$ cat src/rtl/tmr_oc_pkg.sv
package tmr_oc_pkg;

  typedef enum logic [2:0] {
    OCM_FROZEN = 3'd0,
    OCM_SET    = 3'd1,
    OCM_CLR    = 3'd2,
    OCM_TOG    = 3'd3,
    OCM_LOW    = 3'd4,
    OCM_HIGH   = 3'd5,
    OCM_PWM_A  = 3'd6,
    OCM_PWM_B  = 3'd7
  } ocm_e;

  typedef struct packed {
    ocm_e mode;
    logic pe;
    logic fe;
    logic dir;
    logic pol;
  } oc_cfg_t;

  localparam oc_cfg_t CFG_RESET = '{mode: OCM_FROZEN, pe: 1'b0, fe: 1'b0, dir: 1'b0, pol: 1'b0};

  function automatic logic is_pwm(input ocm_e m);
    return (m == OCM_PWM_A) || (m == OCM_PWM_B);
  endfunction

endpackage

$ cat src/rtl/tmr_oc_regs.sv
module tmr_oc_regs
  import tmr_oc_pkg::*;
#(
  parameter int CNT_W  = 16,
  parameter int LOCK_W = 2
) (
  input  logic              clk,
  input  logic              rst_n,
  input  logic              chan_en_i,
  input  logic [LOCK_W-1:0] lock_lvl_i,
  input  logic              cfg_wr_i,
  input  oc_cfg_t           cfg_in_i,
  input  logic              ccr_wr_i,
  input  logic [CNT_W-1:0]  ccr_data_i,
  input  logic              upd_i,
  output oc_cfg_t           cfg_o,
  output logic [CNT_W-1:0]  ccr_act_o,
  output logic [CNT_W-1:0]  ccr_shd_o
);

  localparam logic [LOCK_W-1:0] LOCK_FULL = LOCK_W'(3);

  oc_cfg_t          cfg_q;
  logic [CNT_W-1:0] act_q;
  logic [CNT_W-1:0] shd_q;
  logic             lock_hold;

  // Behaviour and preload fields freeze at the top lock level for an output channel.
  assign lock_hold = (lock_lvl_i == LOCK_FULL) && !cfg_q.dir;

  always_ff @(posedge clk or negedge rst_n) begin
    if (!rst_n) begin
      cfg_q <= CFG_RESET;
    end else if (cfg_wr_i) begin
      if (!lock_hold) begin
        cfg_q.mode <= cfg_in_i.mode;
        cfg_q.pe   <= cfg_in_i.pe;
      end
      if (!chan_en_i) begin
        cfg_q.dir <= cfg_in_i.dir;
      end
      cfg_q.fe  <= cfg_in_i.fe;
      cfg_q.pol <= cfg_in_i.pol;
    end
  end

  always_ff @(posedge clk or negedge rst_n) begin
    if (!rst_n) begin
      shd_q <= '0;
    end else if (ccr_wr_i) begin
      shd_q <= ccr_data_i;
    end
  end

  // Direct write when preload is off; shadow transfer on update when it is on.
  always_ff @(posedge clk or negedge rst_n) begin
    if (!rst_n) begin
      act_q <= '0;
    end else if (!cfg_q.pe) begin
      if (ccr_wr_i) act_q <= ccr_data_i;
    end else if (upd_i) begin
      act_q <= shd_q;
    end
  end

  assign cfg_o     = cfg_q;
  assign ccr_act_o = act_q;
  assign ccr_shd_o = shd_q;

endmodule

$ cat src/rtl/tmr_oc_trig.sv
module tmr_oc_trig (
  input  logic clk,
  input  logic rst_n,
  input  logic trig_i,
  output logic edge_o
);

  logic samp_q;
  logic prev_q;

  always_ff @(posedge clk or negedge rst_n) begin
    if (!rst_n) begin
      samp_q <= 1'b0;
      prev_q <= 1'b0;
    end else begin
      samp_q <= trig_i;
      prev_q <= samp_q;
    end
  end

  // One cycle wide pulse after the first edge that samples the input high.
  assign edge_o = samp_q && !prev_q;

endmodule

$ cat src/rtl/tmr_oc_ref.sv
module tmr_oc_ref
  import tmr_oc_pkg::*;
#(
  parameter int CNT_W = 16
) (
  input  logic             clk,
  input  logic             rst_n,
  input  logic [CNT_W-1:0] cnt_i,
  input  logic [CNT_W-1:0] ccr_act_i,
  input  oc_cfg_t          cfg_i,
  input  logic             trig_edge_i,
  output logic             ref_o
);

  logic ref_q;
  logic ref_nxt;
  logic hit;
  logic below;
  logic below_q;
  ocm_e mode_prev_q;
  logic pwm_entry;
  logic pwm_lvl;
  logic fast_lvl;

  assign hit       = (cnt_i == ccr_act_i);
  assign below     = (cnt_i < ccr_act_i);
  assign pwm_entry = (mode_prev_q != cfg_i.mode);
  assign pwm_lvl   = (cfg_i.mode == OCM_PWM_A) ? below : !below;
  assign fast_lvl  = (cfg_i.mode == OCM_PWM_A);

  always_comb begin
    ref_nxt = ref_q;
    if (cfg_i.dir) begin
      ref_nxt = 1'b0;
    end else begin
      unique case (cfg_i.mode)
        OCM_FROZEN: ref_nxt = ref_q;
        OCM_SET:    if (hit) ref_nxt = 1'b1;
        OCM_CLR:    if (hit) ref_nxt = 1'b0;
        OCM_TOG:    if (hit) ref_nxt = !ref_q;
        OCM_LOW:    ref_nxt = 1'b0;
        OCM_HIGH:   ref_nxt = 1'b1;
        OCM_PWM_A,
        OCM_PWM_B: begin
          if (cfg_i.fe && trig_edge_i) begin
            ref_nxt = fast_lvl;
          end else if (pwm_entry || (below != below_q)) begin
            ref_nxt = pwm_lvl;
          end
        end
        default:    ref_nxt = ref_q;
      endcase
    end
  end

  always_ff @(posedge clk or negedge rst_n) begin
    if (!rst_n) begin
      ref_q       <= 1'b0;
      below_q     <= 1'b0;
      mode_prev_q <= OCM_FROZEN;
    end else begin
      ref_q       <= ref_nxt;
      below_q     <= below;
      mode_prev_q <= cfg_i.mode;
    end
  end

  assign ref_o = ref_q;

endmodule

$ cat src/rtl/tmr_oc_channel.sv
module tmr_oc_channel
  import tmr_oc_pkg::*;
#(
  parameter int CNT_W  = 16,
  parameter int LOCK_W = 2
) (
  input  logic              clk,
  input  logic              rst_n,
  input  logic [CNT_W-1:0]  cnt_i,
  input  logic              upd_i,
  input  logic              trig_i,
  input  logic              chan_en_i,
  input  logic [LOCK_W-1:0] lock_lvl_i,
  input  logic              cfg_wr_i,
  input  logic [2:0]        cfg_mode_i,
  input  logic              cfg_pe_i,
  input  logic              cfg_fe_i,
  input  logic              cfg_dir_i,
  input  logic              cfg_pol_i,
  input  logic              ccr_wr_i,
  input  logic [CNT_W-1:0]  ccr_data_i,
  output logic              oc_ref_o,
  output logic              oc_pin_o
);

  oc_cfg_t          cfg_in;
  oc_cfg_t          cfg_q;
  logic [CNT_W-1:0] ccr_act;
  logic [CNT_W-1:0] ccr_shd;
  logic             trig_edge;
  logic             ref_w;
  logic             pin_q;
  logic [2:0]       mode_q;
  logic             pe_q;
  logic             dir_q;
  logic             pol_q;

  assign cfg_in = '{mode: ocm_e'(cfg_mode_i), pe: cfg_pe_i, fe: cfg_fe_i,
                    dir: cfg_dir_i, pol: cfg_pol_i};

  tmr_oc_regs #(.CNT_W(CNT_W), .LOCK_W(LOCK_W)) regs_i (
    .clk        (clk),
    .rst_n      (rst_n),
    .chan_en_i  (chan_en_i),
    .lock_lvl_i (lock_lvl_i),
    .cfg_wr_i   (cfg_wr_i),
    .cfg_in_i   (cfg_in),
    .ccr_wr_i   (ccr_wr_i),
    .ccr_data_i (ccr_data_i),
    .upd_i      (upd_i),
    .cfg_o      (cfg_q),
    .ccr_act_o  (ccr_act),
    .ccr_shd_o  (ccr_shd)
  );

  tmr_oc_trig trig_i_u (
    .clk    (clk),
    .rst_n  (rst_n),
    .trig_i (trig_i),
    .edge_o (trig_edge)
  );

  tmr_oc_ref #(.CNT_W(CNT_W)) ref_i (
    .clk         (clk),
    .rst_n       (rst_n),
    .cnt_i       (cnt_i),
    .ccr_act_i   (ccr_act),
    .cfg_i       (cfg_q),
    .trig_edge_i (trig_edge),
    .ref_o       (ref_w)
  );

  always_ff @(posedge clk or negedge rst_n) begin
    if (!rst_n) pin_q <= 1'b0;
    else        pin_q <= ref_w ^ cfg_q.pol;
  end

  assign mode_q   = cfg_q.mode;
  assign pe_q     = cfg_q.pe;
  assign dir_q    = cfg_q.dir;
  assign pol_q    = cfg_q.pol;
  assign oc_ref_o = ref_w;
  assign oc_pin_o = pin_q;

endmodule

$ cat config.mk
export PLATFORM = sky130hd
export DESIGN_NAME = tmr_oc_channel
export DESIGN_NICKNAME = d
export VERILOG_FILES = /design/src/rtl/tmr_oc_pkg.sv /design/src/rtl/tmr_oc_regs.sv /design/src/rtl/tmr_oc_trig.sv /design/src/rtl/tmr_oc_ref.sv /design/src/rtl/tmr_oc_channel.sv
export SDC_FILE = /design/constraint.sdc
export NUM_CORES = 1
export LEC_CHECK = 0
export BUFFER_PORTS_ARGS = -buffer_cell sky130_fd_sc_hd__buf_2
export CORE_MARGIN = 5
export CORE_UTILIZATION = 40
export CTS_CLUSTER_DIAMETER = 40
export CTS_CLUSTER_SIZE = 30
export DETAILED_ROUTE_END_ITERATION = 12
export SLEW_MARGIN = 20
export SYNTH_ARGS = -nofsm -noshare
export SYNTH_HDL_FRONTEND = slang
export SYNTH_SLANG_ARGS = --single-unit
$ cat constraint.sdc
create_clock -name clk -period 5 [get_ports clk]
set_input_delay 0.25 -clock clk [delete_from_list [all_inputs] [get_ports clk]]
set_output_delay 0.25 -clock clk [all_outputs]
set_load 0.01 [all_outputs]
==> impl_metrics.ini <==
[outcome]
outcome = complete, no violations

[setup_path]
path_cells = inv_1 > ha_1 > nand4_2 > nor4_4 > o21ai_2 > and3_4 > a2111oi_4 > a211oi_2
rr_startpoint = regs_i.ccr_act_o[13]
crit_path_max_fanout = 4
worst_path_largest_cell_delay_ps = 350
r2r_slack_ps = 2960
slowest_stage = dfrtp_1
worstSetupStartpointType = register
required_ps = 5190
crit_buf_inv = 1
worstSetupPathType = register to register
crit_start = regs_i.ccr_act_o[13]
cp-end-kind = register
crit_family = simple AND/OR/NAND/NOR gates
arrival_ps = 2220

[power]
p_sw_uw = 312.2
power_frac_comb_pct = 24.8
irDropWorstVdd_mv = 0.1171
p_int_uw = 666.5
p_leak_nw = 1.382
sw_frac_of_total_pct = 31.90
power_uw = 978.8
powerDensity_nw_per_um2 = 341.4
seq_power_share_pct = 50.1
clkPwrFrac_pct = 25.1

[grt]
grt_pass1_vias = 1642
grtUsageTotal_pct = 12.63
antenna_found_initial = 0
grt_max_degree = 48
grt_pass1_wl_um = 7507
grt_overflow = 0

[die]
pin_count = 50
die_y_um = 88.12
die_x_um = 88.12
start_util_pct = 41.23
coreArea_sq_um = 5921
dieArea_sq_um = 7765
row_count = 28

[timing]
fin_skew_ps = 4.893
fmax_mhz = 491.3
period_needed_ps = 2036
timing.setup.tns_ps = 0
slew_headroom_pct = 38.34
rsz0062_at_grt = no
period_share_pct = 40.71
worst_pin_slew_ps = 924.9
holdWs_ps = 49.35
setup_viol = 0
drv_slew = 0
finalHoldViolations = 0

[synthesis]
syn_inst = 220
synth.area.top_cells = dfrtp_1, mux2_2, ha_1, mux2i_1, nand2_1
yosys-top-cells-count = dfrtp_1, nand2_1, mux2_2, inv_1, mux2i_1
synth_seq_cells = 47
yosysUniqueCellTypes = 34
synth-edff-count = 0
seq_area_frac_synth_pct = 48.18
syn-cell-area_sq_um = 2441
yosys.cell_count.top_type = dfrtp_1
ys.flop_type = dfrtp_1
avgSynthCellArea_sq_um = 11.10
yosysTopAreaCellShare_pct = 48.18
synth-warning-count = 0
ys_async_sr_fraction_pct = 100.0
syn-num-nets = 284
synth_top_cell_by_area = dfrtp_1

[layout]
drive_gt1_share_pct = 34.32
n_antenna_cell = 0
fin_nets = 334
regArea_sq_um = 1176
multi_input_comb_area_sq_um = 1156
area_delta_synth_final_pct = 17.43
stdcell_count = 346
nFillCells = 543

[routing]
drcViolationCount = 0
ant_nets = 0
drt_iter0_drc = 30
dr.pass1.iters = 2
drt_wl_total_um = 4490
vias_per_cell = 4.685
wl_per_cell_um = 12.98
vias = 1621

[place]
place_congestion = 0.6688
portBuffers = 49
place_inst = 337
dp_hpwl_um = 3527

[clocking]
clock_latency_ps = 300
cts_tree = built
numCtsBuffers = 5
cts-root-buf = clkbuf_8
cts.sinks = 47
clk_path_buf_depth = 2
cts_setup_buffers = 0
htreeDepth = 2
clk_pin_slew_ps = 90

[flow_run]
maxCapViolations = 0

[hold_path]
min_from = trig_i
hold_path.class = primary input to register
[metal layers]
metal  vias up  wire (um)  track usage, %
met5         -          0               0
met4         0         53           4.533
met3         5        220           3.010
met2        32       2112           20.48
met1       728       2103           16.53
li1        856          -               -
[logic make-up (layout without fill, tap and decap cells)]
| logic type | count (synthesis) | after routing | share of synthesized area, % |
|---|---|---|---|
| AOI/OAI and AO/OA | 38 | 38 | 10.25 |
| xor gates and xnor gates | 2 | 2 | 0.7177 |
| adders and majority gates | 16 | 16 | 8.201 |
| buffers and inverters | 29 | 80 | 4.612 |
| DFF | 47 | 47 | 48.18 |
| muxes | 40 | 40 | 17.58 |
| and+or+nand+nor | 48 | 48 | 10.46 |
[cell usage in the layout (no fill, tap or decap), types with 2 or more instances in the layout]
master    instances
ha_1             16
dfrtp_1          47
o21ai_1           9
mux2_2           23
buf_2            48
buf_4             2
inv_1            20
mux2i_1          16
a21oi_1           9
nor2b_1           3
nor3_1            4
clkbuf_8          5
o21ai_0          11
nor2_1            4
nand4_2           2
nand2b_1          2
xor2_1            2
nand2_1          27
[power groups by stage]
stage | sequential [mW] | combinational, mW | clock (mW)
global placement | 0.497 | 0.242 | 0
floorplan | 0.480 | 0.187 | 0
detailed placement | 0.499 | 0.248 | 0
CTS | 0.491 | 0.249 | 0.257
finish | 0.490 | 0.243 | 0.246
global route | 0.500 | 0.282 | 0.274
[state kept, by name, indices dropped and copies added, names as in the netlist]
name               cells
oc_pin_o               1
ref_i.ref_o            1
trig_i_u.prev_q        1
regs_i.cfg_o           7
ref_i.mode_prev_q      3
regs_i.ccr_shd_o      16
regs_i.ccr_act_o      16
ref_i.below_q          1
trig_i_u.samp_q        1
[timing repair]
item / 4_1_cts / 5_1_grt
hold endpoints to repair: 0 / 29
hold buffers: 0 / 1
resized for setup: 0 / 0
[layout make-up]
type | instances | share of cell area [%]
clock inverter | 3 | 0.9603
timing repair buffer | 51 | 9.254
clock buffer | 5 | 2.401
inverter | 21 | 2.750
multi-input combinational | 144 | 40.33
sequential | 47 | 41.03
tap | 75 | 3.274
[metrics by stage]
| step | instance area, sq um | worst slack [ps] | utilization (%) |
|---|---|---|---|
| finish | 2867 | 2964 | 48.42 |
| global route | 2867 | 2776 | 48.42 |
| CTS | 2854 | 2947 | 48.20 |
| detailed placement | 2758 | 2965 | 46.58 |
| global placement | 2758 | 3009 | 46.58 |
| floorplan | 2441 | 3079 | - |
[worst paths after layout]
| check | to | cells past startpoint |
|---|---|---|
| max | ref_i.ref_o | 8 |
| min | trig_i_u.samp_q | 1 |
| max reg2reg | ref_i.ref_o | 8 |
| min reg2reg | trig_i_u.prev_q | 0 |
| max in group asynchronous | regs_i.ccr_act_o[15] | 2 |
| min in group asynchronous | ref_i.mode_prev_q[1] | 2 |
Power figures use the tool's default switching activity.
